===== src/rtl/ir_pkt_pkg.sv =====
package ir_pkt_pkg;

    typedef enum logic [1:0] {
        ST_HDR  = 2'd0,
        ST_SUB  = 2'd1,
        ST_CMD  = 2'd2,
        ST_DATA = 2'd3
    } pstate_t;

    localparam logic [7:0] HDR_CMD      = 8'h9F;
    localparam logic [7:0] HDR_HWCMD    = 8'hFF;
    localparam logic [7:0] HDR_NULL     = 8'h00;
    localparam logic [7:0] HDR_CLS_MASK = 8'hE0;
    localparam logic [7:0] HDR_CLS_DATA = 8'h80;

    localparam logic [7:0] SC_REVISION  = 8'h0B;
    localparam logic [7:0] SC_CARRIER   = 8'h06;
    localparam logic [7:0] SC_TIMEOUT   = 8'h0C;
    localparam logic [7:0] SC_SIGEND    = 8'h01;
    localparam logic [7:0] SC_TXMASK    = 8'h08;
    localparam logic [7:0] SC_RXSENSOR  = 8'h14;
    localparam logic [7:0] SC_PULSECNT  = 8'h15;

endpackage


===== src/rtl/ir_len_lookup.sv =====
module ir_len_lookup
    import ir_pkt_pkg::*;
#(
    parameter int LEN_W = 5
) (
    input  logic [7:0]       hdr,
    input  logic [7:0]       sub,
    output logic [LEN_W-1:0] len
);
    always_comb begin
        len = '0;
        if (hdr == HDR_NULL) begin
            if (sub == HDR_HWCMD) len = LEN_W'(1);
        end else if (hdr == HDR_HWCMD) begin
            if (sub == SC_REVISION) len = LEN_W'(2);
        end else if (hdr == HDR_CMD) begin
            if (sub == SC_CARRIER || sub == SC_TIMEOUT || sub == SC_PULSECNT)
                len = LEN_W'(2);
            else if (sub == SC_SIGEND || sub == SC_TXMASK || sub == SC_RXSENSOR)
                len = LEN_W'(1);
        end
    end
endmodule


===== src/rtl/ir_sample_scale.sv =====
module ir_sample_scale #(
    parameter int CNT_W   = 7,
    parameter int DUR_W   = 16,
    parameter int UNIT_US = 50
) (
    input  logic [CNT_W-1:0] count,
    output logic [DUR_W-1:0] dur
);
    localparam logic [DUR_W-1:0] UNIT = DUR_W'(UNIT_US);
    assign dur = DUR_W'(count) * UNIT;
endmodule


===== src/rtl/ir_pkt_parser.sv =====
module ir_pkt_parser
    import ir_pkt_pkg::*;
#(
    parameter int DUR_W   = 16,
    parameter int UNIT_US = 50,
    parameter int LEN_W   = 5
) (
    input  logic             clk,
    input  logic             rst,
    input  logic             in_valid,
    input  logic [7:0]       in_byte,
    output logic             ev_valid,
    output logic             ev_pulse,
    output logic [DUR_W-1:0] ev_dur,
    output logic             ev_ovf
);
    localparam int CNT_W = 7;

    pstate_t          state, nxt_state;
    logic [7:0]       cmd_q, nxt_cmd;
    logic [LEN_W-1:0] rem_q, nxt_rem;
    logic [LEN_W-1:0] tbl_len;
    logic [LEN_W-1:0] hdr_len;
    logic [DUR_W-1:0] scaled;
    logic             is_data_hdr;
    logic             take_sample;
    logic             zero_hdr;

    ir_len_lookup #(.LEN_W(LEN_W)) i_len (
        .hdr (cmd_q),
        .sub (in_byte),
        .len (tbl_len)
    );

    ir_sample_scale #(.CNT_W(CNT_W), .DUR_W(DUR_W), .UNIT_US(UNIT_US)) i_scale (
        .count (in_byte[CNT_W-1:0]),
        .dur   (scaled)
    );

    assign is_data_hdr = ((in_byte & HDR_CLS_MASK) == HDR_CLS_DATA) && (in_byte != HDR_CMD);
    assign hdr_len     = in_byte[LEN_W-1:0];
    assign take_sample = in_valid && (state == ST_DATA);
    assign zero_hdr    = in_valid && (state == ST_HDR) && is_data_hdr && (hdr_len == '0);

    always_comb begin
        nxt_state = state;
        nxt_cmd   = cmd_q;
        nxt_rem   = rem_q;
        if (in_valid) begin
            unique case (state)
                ST_HDR: begin
                    if (is_data_hdr) begin
                        nxt_rem = hdr_len;
                        if (hdr_len != '0) nxt_state = ST_DATA;
                    end else begin
                        nxt_cmd   = in_byte;
                        nxt_state = ST_SUB;
                    end
                end
                ST_SUB: begin
                    nxt_rem   = tbl_len;
                    nxt_state = (tbl_len == '0) ? ST_HDR : ST_CMD;
                end
                ST_CMD, ST_DATA: begin
                    nxt_rem = rem_q - 1'b1;
                    if (rem_q == LEN_W'(1)) nxt_state = ST_HDR;
                end
                default: nxt_state = ST_HDR;
            endcase
        end
    end

    always_ff @(posedge clk) begin
        if (rst) begin
            state <= ST_HDR;
            cmd_q <= '0;
            rem_q <= '0;
        end else begin
            state <= nxt_state;
            cmd_q <= nxt_cmd;
            rem_q <= nxt_rem;
        end
    end

    always_ff @(posedge clk) begin
        if (rst) begin
            ev_valid <= 1'b0;
            ev_pulse <= 1'b0;
            ev_dur   <= '0;
            ev_ovf   <= 1'b0;
        end else begin
            ev_valid <= take_sample;
            ev_ovf   <= zero_hdr;
            if (take_sample) begin
                ev_pulse <= in_byte[7];
                ev_dur   <= scaled;
            end
        end
    end
endmodule


===== config.mk =====
export PLATFORM = sky130hd
export DESIGN_NAME = ir_pkt_parser
export DESIGN_NICKNAME = d
export VERILOG_FILES = /design/src/rtl/ir_pkt_pkg.sv /design/src/rtl/ir_len_lookup.sv /design/src/rtl/ir_sample_scale.sv /design/src/rtl/ir_pkt_parser.sv
export SDC_FILE = /design/constraint.sdc
export NUM_CORES = 1
export LEC_CHECK = 0
export CAP_MARGIN = 0
export CELL_PAD_IN_SITES_DETAIL_PLACEMENT = 1
export CELL_PAD_IN_SITES_GLOBAL_PLACEMENT = 2
export CORE_ASPECT_RATIO = 1.2
export CORE_MARGIN = 2
export CORE_UTILIZATION = 30
export CTS_CLUSTER_SIZE = 16
export DETAILED_ROUTE_END_ITERATION = 7
export PLACE_DENSITY = 0.77
export SYNTH_ARGS = -nofsm -noshare
export SYNTH_HDL_FRONTEND = slang
export SYNTH_HIERARCHICAL = 1
export SYNTH_SLANG_ARGS = --single-unit

===== constraint.sdc =====
create_clock -name clk -period 2.8 [get_ports clk]
set_clock_uncertainty 0.05 [all_clocks]
set_input_delay 0.42 -clock clk [delete_from_list [all_inputs] [get_ports clk]]
set_output_delay 0.42 -clock clk [all_outputs]
set_load 0.01 [all_outputs]

==> impl_results.md <==
* Status: finished, final reports clean
* Drt first-iter violations at 82
* Reg2Reg Depth at 6
* Synth unique cells at 55
* Yosys top cell by area: dfxtp_1
* Fillcell total at 919
* Post-synthesis simple-gate area fraction at 26.2%
* PortBufs at 29
* Post-Route WL at 6.72 mm
* Core Box Area at 0.00771 mm²
* Clock transition at path regs at 0.08 ns
* Maxcap violations at 0
* WHS Path Cells at 2
* Final Max Tran Viols at 0
* Asr flop ratio synth at 0%
* DR WL/cell at 15.6 µm
* Worst Hold Class: flip-flop to flip-flop
* CTS tree: built
* Data arrival, critical path at 2.92 ns
* Clock tree sinks at 34
* Seq/Total Area, Yosys at 28.4%
* Crit-path cells: clkbuf_2 > buf_4 > ha_4 > ha_4 > fa_1 > ha_4 > nor2b_4 > o31a_1 > or4_1 > nand3_2 > nand2_2 > a21oi_2
* Cts hold-fix bufs at 0
* DIE WIDTH at 85.5 µm
* Fmax at 0.364 GHz
* Initial antenna violation count at 0
* Clk Latency, worst-skew pair at 0.29 ns
* Cts bufs inserted at 5
* Register area at 681 µm²
* Via/cell ratio at 5.11
* Most common library cells after synthesis: 43 x nand2_1, 34 x dfxtp_1, 30 x a21oi_1
* Total gr overflow at 0
* I/O pins at 30
* #FFs+latches synth at 34
* Post-Syn Area at 0.00239 mm²
* Predominant post-synthesis flop cell: dfxtp_1
* Largest family of logic cells by synthesized area: simple AND/OR/NAND/NOR gates
* Post-Synth XOR/XNOR Area at 1.46%
* Top cells by area, synth: dfxtp_1 28%, ha_1 15%, nand2_1 6.7%
* DRC Markers at 0
* Largest net degree at the start of global routing at 43
* Crit path time final at 2.75 ns
* Tot Pwr at 0.00157 W
* Clk root buf: clkbuf_8
* YS warnings at 6
* Fin. Hold Viols at 0
* CP Launch Type: input port
* Final setup violation count at 0
* Antenna Cells at 0
* H-Tree Depth at 2
* Vias at 2207
* Layout cell share with drive strength beyond 1 at 19.7%
* Critical Path RT at 2.97 ns
* Synthesized instance count at 288
* P_leak at 1.25 nW
* CP Capture Type: flip-flop
* Synthesized area per cell at 8.31 µm²
* CP peak stage delay at 0.55 ns
* Pwr/cell area at 493 mW/mm²
* ANT nets after route at 0
* Number of global-route vias before repair at 2292
* Crit-path max FO at 2
* Tightest Pin Transition at 0.642 ns
* Mux cell area share after synthesis at 3.82%
* GP Congestion at 0.807
* Most used cell, CP: ha_4
* Final period utilization at 98.2%
* Hold Slack at 0.408 ns
* Row count at 35
* Post-synth EDFFs at 0
* Maximum VDD drop at 0.223 mV
* Initial core utilization at 31.1%
* Most common cell in the netlist: nand2_1
* Slowest cell on crit path: fa_1
* Crit Path Category: input port to flip-flop
* Chip height at 102 µm
* Die area at 0.00871 mm²
* Layout Nets at 380
* Layout area overhead at 32.7%
* First-pass DRT Iterations at 4
* GRT Total Usage at 16.1%
* Rel. slew slack at 57.2%
* Global-route wire length before repair at 11.2 mm
* Top cell type's share of synthesized area at 28.4%
* Multi-input logic area at 0.00169 mm²
* Clock Path Buffers at 2
* Placed wire-length estimate at 4.84 mm
* Compound-gate portion of the synthesized area at 15.9%
* Synth Area in Adders at 16.3%
[metrics by stage]
stage	setup TNS (ns)	util, %	worst slack (ns)	std cells	cell area [µm²]
3_3_place_gp	-2.49	38.2	-0.562	422	2940
2_1_floorplan	0	-	0.0443	293	2450
6_report	0	41.2	0.0497	432	3180
4_1_cts	-0.000799	40.0	-0.000799	431	3080
3_5_place_dp	-2.99	38.2	-0.630	422	2940
5_1_grt	-0.0163	41.2	-0.0163	432	3180
[registers in the layout (all words and copies together) (netlist names)]
register and cells:
cmd_q 8, ev_valid 1, ev_pulse 1, rem_q 5, state 2, ev_ovf 1, ev_dur 16
[worst max-delay path: cells and delay by family]
| family | cells | cell delay, ns |
|---|---|---|
| buf+inv | 2 | 0.26 |
| compound gates | 2 | 0.42 |
| simple gates | 4 | 0.74 |
| fa+ha+maj | 4 | 1.07 |
[per-layer routing]
metal / GRT usage [%] / vias to the layer above / part of all wire [%]
met5: 0 / - / 0
met4: 4.03 / 0 / 0.77
met3: 3.39 / 4 / 3.0
met2: 28.1 / 33 / 48
met1: 20.3 / 1060 / 48
li1: - / 1110 / -
[power by group]
group	internal (W)	total, W	switching [W]
clock	0.000357	0.000557	0.000200
sequential	0.000504	0.000531	0.0000266
combinational	0.000249	0.000479	0.000230
total	0.00111	0.00157	0.000456
[logic make-up (layout without fill, tap and decap cells)]
kind of cell / Yosys count / after routing
XOR/XNOR: 4 / 4
flip-flops: 34 / 34
AO/OA/AOI/OAI: 61 / 61
adder cells (fa/ha/maj): 30 / 30
AND/OR/NAND/NOR: 114 / 114
multiplexers: 9 / 9
buffers and inverters: 34 / 81
other: 2 / 7
[area by class of cell]
type,instances,share of cell area (%)
multi-input combinational,225,53.2
inverter,13,1.54
tap,92,3.62
clock buffer,5,2.17
clock inverter,3,2.17
timing repair buffer,60,15.9
sequential,34,21.4
[cell usage in the layout, fill, tap and decap left out, types with 3 or more instances in the layout]
cell             instances
nor3_1                   6
ha_4                     9
nor4b_1                  5
o21ai_0                  6
conb_1                   7
nor2_1                  12
or4_1                    3
clkdlybuf4s50_1         22
nand4_1                  4
dfxtp_1                 34
mux2i_1                  8
a21oi_1                 28
clkbuf_8                 5
a211oi_1                 4
buf_4                   32
ha_1                    19
nand2_1                 42
inv_1                   13
nand2b_1                15
nand3_1                  5
nor3b_1                  3
xnor2_1                  3
[final timing paths]
| path | startpoint | endpoint | slack [ns] |
|---|---|---|---|
| worst max register to register | cmd_q[5]$_SDFFE_PP0P_ | state[1]$_SDFFE_PP0P_ | 0.81 |
| worst min-delay path | ev_dur[2]$_SDFFE_PP0P_ | ev_dur[2]$_SDFFE_PP0P_ | 0.41 |
| worst max-delay path | in_byte[1] | ev_dur[11]$_SDFFE_PP0P_ | 0.05 |
| worst min register to register | ev_dur[2]$_SDFFE_PP0P_ | ev_dur[2]$_SDFFE_PP0P_ | 0.41 |
[timing repair]
item	4_1_cts	5_1_grt
resized for setup	16	17
setup buffers	1	1
pin swaps	4	7
setup endpoints to repair	5	2
Power figures use the tool's default switching activity.
